[src/rtl/march_bist_pkg.sv]
package march_bist_pkg;
  typedef enum logic [1:0] {ST_IDLE, ST_RUN, ST_FIN} bistState_t;

  typedef struct packed {
    logic clearFail;
    logic loadLow;
    logic loadHigh;
    logic stepUp;
    logic stepDown;
    logic doWrite;
    logic doRead;
    logic dataOnes;
  } bistStrobe_t;

  localparam logic [2:0] LAST_PASS  = 3'd4;
  localparam logic [2:0] FIRST_DESC = 3'd3;
endpackage

[src/rtl/march_ctrl.sv]
module march_ctrl
  import march_bist_pkg::*;
(
  input  logic        clk,
  input  logic        rst,
  input  logic        start,
  input  logic        atLow,
  input  logic        atHigh,
  output bistStrobe_t strb,
  output logic        busy,
  output logic        done
);
  bistState_t state, nextState;
  logic [2:0] pass, nextPass;
  logic [1:0] opIdx, nextOp;
  logic descNow, lastOp, isWrite, firstOnes, opOnes, atEnd;

  always_comb begin
    descNow   = (pass >= FIRST_DESC);
    lastOp    = (pass == 3'd0) || (opIdx == 2'd2);
    isWrite   = (pass == 3'd0) || (opIdx == 2'd1);
    firstOnes = (pass == 3'd2) || (pass == 3'd4);
    if (pass == 3'd0) opOnes = 1'b0;
    else if (opIdx == 2'd0) opOnes = firstOnes;
    else opOnes = ~firstOnes;
    atEnd = descNow ? atLow : atHigh;
  end

  always_comb begin
    strb      = '0;
    nextState = state;
    nextPass  = pass;
    nextOp    = opIdx;
    unique case (state)
      ST_IDLE: begin
        if (start) begin
          strb.clearFail = 1'b1;
          strb.loadLow   = 1'b1;
          nextState      = ST_RUN;
          nextPass       = 3'd0;
          nextOp         = 2'd0;
        end
      end
      ST_RUN: begin
        strb.doWrite  = isWrite;
        strb.doRead   = ~isWrite;
        strb.dataOnes = opOnes;
        if (!lastOp) begin
          nextOp = opIdx + 2'd1;
        end else begin
          nextOp = 2'd0;
          if (!atEnd) begin
            strb.stepUp   = ~descNow;
            strb.stepDown = descNow;
          end else if (pass == LAST_PASS) begin
            nextState = ST_FIN;
          end else begin
            nextPass = pass + 3'd1;
            if (3'(pass + 3'd1) >= FIRST_DESC) strb.loadHigh = 1'b1;
            else strb.loadLow = 1'b1;
          end
        end
      end
      ST_FIN:  nextState = ST_IDLE;
      default: nextState = ST_IDLE;
    endcase
  end

  always_ff @(posedge clk) begin
    if (rst) begin
      state <= ST_IDLE;
      pass  <= 3'd0;
      opIdx <= 2'd0;
    end else begin
      state <= nextState;
      pass  <= nextPass;
      opIdx <= nextOp;
    end
  end

  assign busy = (state == ST_RUN);
  assign done = (state == ST_FIN);
endmodule

[src/rtl/march_dpath.sv]
module march_dpath
  import march_bist_pkg::*;
#(
  parameter int unsigned DEPTH = 72,
  parameter int unsigned DW    = 8,
  localparam int unsigned AW   = $clog2(DEPTH)
) (
  input  logic          clk,
  input  logic          rst,
  input  bistStrobe_t   strb,
  input  logic [DW-1:0] rdData,
  output logic [AW-1:0] wrAddr,
  output logic [DW-1:0] wrData,
  output logic          wrEnN,
  output logic [AW-1:0] rdAddr,
  output logic          rdEnN,
  output logic          outEnN,
  output logic          atLow,
  output logic          atHigh,
  output logic          fail
);
  localparam logic [AW-1:0] TOP_ADDR = AW'(DEPTH - 1);

  logic [AW-1:0] addr;
  logic [DW-1:0] background;

  assign background = {DW{strb.dataOnes}};
  assign atLow      = (addr == '0);
  assign atHigh     = (addr == TOP_ADDR);

  assign wrAddr = addr;
  assign rdAddr = addr;
  assign wrData = background;
  assign wrEnN  = ~strb.doWrite;
  assign rdEnN  = ~strb.doRead;
  assign outEnN = ~strb.doRead;

  always_ff @(posedge clk) begin
    if (rst) begin
      addr <= '0;
    end else if (strb.loadLow) begin
      addr <= '0;
    end else if (strb.loadHigh) begin
      addr <= TOP_ADDR;
    end else if (strb.stepUp) begin
      addr <= addr + AW'(1);
    end else if (strb.stepDown) begin
      addr <= addr - AW'(1);
    end
  end

  always_ff @(posedge clk) begin
    if (rst || strb.clearFail) begin
      fail <= 1'b0;
    end else if (strb.doRead && (rdData != background)) begin
      fail <= 1'b1;
    end
  end
endmodule

[src/rtl/sram_march_bist.sv]
module sram_march_bist
  import march_bist_pkg::*;
#(
  parameter int unsigned DEPTH = 72,
  parameter int unsigned DW    = 8,
  localparam int unsigned AW   = $clog2(DEPTH)
) (
  input  logic          clk,
  input  logic          rst,
  input  logic          start,
  input  logic [DW-1:0] rdData,
  output logic [AW-1:0] wrAddr,
  output logic [DW-1:0] wrData,
  output logic          wrEnN,
  output logic [AW-1:0] rdAddr,
  output logic          rdEnN,
  output logic          outEnN,
  output logic          busy,
  output logic          done,
  output logic          fail
);
  bistStrobe_t strb;
  logic atLow, atHigh;

  march_ctrl i_ctrl (
    .clk    (clk),
    .rst    (rst),
    .start  (start),
    .atLow  (atLow),
    .atHigh (atHigh),
    .strb   (strb),
    .busy   (busy),
    .done   (done)
  );

  march_dpath #(.DEPTH(DEPTH), .DW(DW)) i_dpath (
    .clk    (clk),
    .rst    (rst),
    .strb   (strb),
    .rdData (rdData),
    .wrAddr (wrAddr),
    .wrData (wrData),
    .wrEnN  (wrEnN),
    .rdAddr (rdAddr),
    .rdEnN  (rdEnN),
    .outEnN (outEnN),
    .atLow  (atLow),
    .atHigh (atHigh),
    .fail   (fail)
  );
endmodule

[config.mk]
export PLATFORM = sky130hd
export DESIGN_NAME = sram_march_bist
export DESIGN_NICKNAME = d
export VERILOG_FILES = /design/src/rtl/march_bist_pkg.sv /design/src/rtl/march_ctrl.sv /design/src/rtl/march_dpath.sv /design/src/rtl/sram_march_bist.sv
export SDC_FILE = /design/constraint.sdc
export NUM_CORES = 1
export LEC_CHECK = 0
export BUFFER_PORTS_ARGS = -buffer_cell sky130_fd_sc_hd__buf_2
export CORE_ASPECT_RATIO = 0.75
export CORE_MARGIN = 8
export CORE_UTILIZATION = 30
export CTS_BUF_LIST = sky130_fd_sc_hd__clkbuf_16
export CTS_CLUSTER_SIZE = 16
export DETAILED_ROUTE_END_ITERATION = 7
export PLACE_DENSITY = 0.58
export SLEW_MARGIN = 20
export SYNTH_ARGS = -nofsm -noshare
export SYNTH_HDL_FRONTEND = slang
export SYNTH_SLANG_ARGS = --single-unit
[constraint.sdc]
create_clock -name clk -period 3.8 [get_ports clk]
set_input_delay 0 -clock clk [delete_from_list [all_inputs] [get_ports clk]]
set_output_delay 0 -clock clk [all_outputs]
set_load 0.02 [all_outputs]
==> impl_metrics.ini <==
[floorplanning]
ios = 39
dieArea_um2 = 6650
core_um2 = 4079
rows = 20
die_x_um = 91.54
die_h_um = 72.65
initial_core_util = 0.3147

[synth]
ys_warn_count = 0
yosysTopAreaCellShare = 0.2339
syn_area_per_cell_um2 = 8.282
synth_cells = 155
yosys.area.top_type = dfxtp_1
synth_nets = 179
synthTopCellsByArea = dfxtp_1 23%, ha_1 12%, buf_4 9.4%
yosys-top-cells-count = 16 x buf_4, 15 x dfxtp_1, 14 x a21oi_1
async_reset_ff_frac = 0
synth-main-ff-cell = dfxtp_1
ys_ff_latch = 15
ys_seq_area_frac = 0.2339
ys_types = 43
yosysMostFrequentCell = buf_4
synth_edf_count = 0
mappedNetlistArea_um2 = 1284

[timing]
hold_violations = 0
rsz0062_at_grt = false
hold_ws_ns = 0.03076
layout_min_cycle_time_ns = 2.969
drv_slew = 0
worstMarginPinSlew_ns = 0.6038
tns_ns = 0
post-route-period-util = 0.7812
fin_ws_ns = 0.8313
clock_skew_ns = 0.0004826
setup_violations = 0
max_clock_freq_mhz = 336.8
slew-limit-headroom = 0.5953

[finish]
drive_gt1_frac = 0.2944
nFillCells = 419
design_area_um2 = 1498
final_nets = 205
area_growth_pct = 16.67
antennaDiodeCount = 0
final_cells = 235

[clocking]
cts_resized = 0
insertion_delay_ns = 0.24
root_buffer = clkbuf_16
clockBufferDepth = 2
cts_sinks = 15
cts-hold-fix-buffers = 0
cts_buffers = 3
cts_htree_levels = 1
cts_tree = done
clk_pin_slew_ns = 0.05
cts_setup_buffers = 0

[worst_setup_path]
cp.arrival_ns = 3.14
critPathLaunchType = flip-flop
required_ns = 3.97
critPathLaunch = i_ctrl.pass[0]
critPathMaxFanout = 7
crit_chain = inv_1 -> ha_1 -> and2b_4 -> o21ai_4 -> a211oi_4 -> inv_1 -> ha_1 -> and2_1 -> a311o_1 -> a21oi_1 -> xnor2_1 -> nand2_1 -> a21oi_1
slowest_stage = ha_1
crit_family = compound AO/OA/AOI/OAI gates
critical_path_class = reg -> reg
cpPeakStageDelay_ns = 0.37
crit_cells = 13
reg2regPathDepth = 13
cp_num_buf_inv = 2
r2r-start = i_ctrl.pass[0]
cp-end-kind = flip-flop

[placement]
dp_hpwl_um = 2411
dp_slack_ns = 0.8643
place.gp.congestion = 0.7779
dp_cells = 231
placed_cell_area_um2 = 1419
port_buffers = 38

[pwr]
switching_share = 0.3288
seqPwrFrac = 0.317
power.switching_mw = 0.1876
power.leakage_nw = 0.6752
internal_power_mw = 0.3829
irDropWorstVdd_uv = 237.4
power_density_nw_per_um2 = 380.9
pwr-share-clk = 0.349
power_frac_comb = 0.333

[global_routing]
grt.total_usage = 0.08888
grt_pass1_wl_um = 5016
antenna_found_initial = 0
grt_pass1_vias = 1052
overflow = 0
grt_max_degree = 11

[detailed_routing]
viasPerCell = 4.779
ant_nets = 0
drt-total-wl_um = 2902
dr.pass1.iters = 4
vias = 1123
drtIter0Drc = 78
post-route-drc-count = 0
drt-wirelength-per-cell_um = 12.35

[hold_path]
min_path_type = in -> reg
hold_depth = 2
hp-start = rst

[status]
outcome = complete, no violations

[job]
drv_cap = 0
power groups by stage:
stage / Clock (mW) / Sequential, mW / Combinational (mW)
after floorplan: 0 / 0.189 / 0.150
after global placement: 0 / 0.184 / 0.192
after detailed placement: 0 / 0.184 / 0.191
after CTS: 0.204 / 0.181 / 0.192
after global routing: 0.211 / 0.183 / 0.212
final: 0.199 / 0.181 / 0.190
stage by stage:
step | util | power (mW)
after detailed placement | 0.3479 | 0.3752
after global routing | 0.3672 | 0.6062
after global placement | 0.3479 | 0.3760
final | 0.3672 | 0.5705
after floorplan | - | 0.3392
after CTS | 0.3672 | 0.5774
layout make-up:
cell class | instances | area (um^2) | area share
multi-input combinational | 113 | 817.0 | 0.5455
sequential | 15 | 300.3 | 0.2005
timing repair buffer | 38 | 190.2 | 0.1270
clock buffer | 3 | 75.07 | 0.05013
tap | 55 | 68.82 | 0.04595
inverter | 10 | 42.54 | 0.02840
clock inverter | 1 | 3.754 | 0.002506
logic make-up (layout without fill, tap and decap cells):
kind of cell,after synthesis,count (layout),synth area share
xor+xnor,6,6,0.04094
compound gates,36,36,0.1998
flops,15,15,0.2339
mux,2,2,0.01949
simple gates,56,56,0.2437
buf+inv,27,52,0.1296
fa+ha+maj,13,13,0.1326
cell usage in the layout, fill, tap and decap left out, types with 7 or more instances in the layout:
cell type	n
inv_1	10
buf_2	38
o21ai_0	7
ha_1	12
nand2_1	13
nand3_1	7
dfxtp_1	15
nor2_1	7
a21oi_1	14
worst paths after layout:
path,endpoint,slack (ns)
min reg2reg,i_dpath.fail,0.45
min,i_ctrl.pass[0],0.03
max,i_dpath.rdAddr[5],0.83
max reg2reg,i_dpath.rdAddr[5],0.83
state kept, by name, indices dropped and copies added (netlist names):
name / count
i_dpath.rdAddr: 7
i_dpath.fail: 1
i_ctrl.pass: 3
i_ctrl.state: 2
i_ctrl.opIdx: 2
metal layers:
metal	wire length, um	vias up	global-route usage	part of all wire
met5	0	-	0	0
met1	1494	511	0.1246	0.51
met4	19	0	0.01627	0.0065
li1	-	581	-	-
met3	118	4	0.02467	0.041
met2	1271	27	0.1315	0.44
Power figures use the tool's default switching activity.
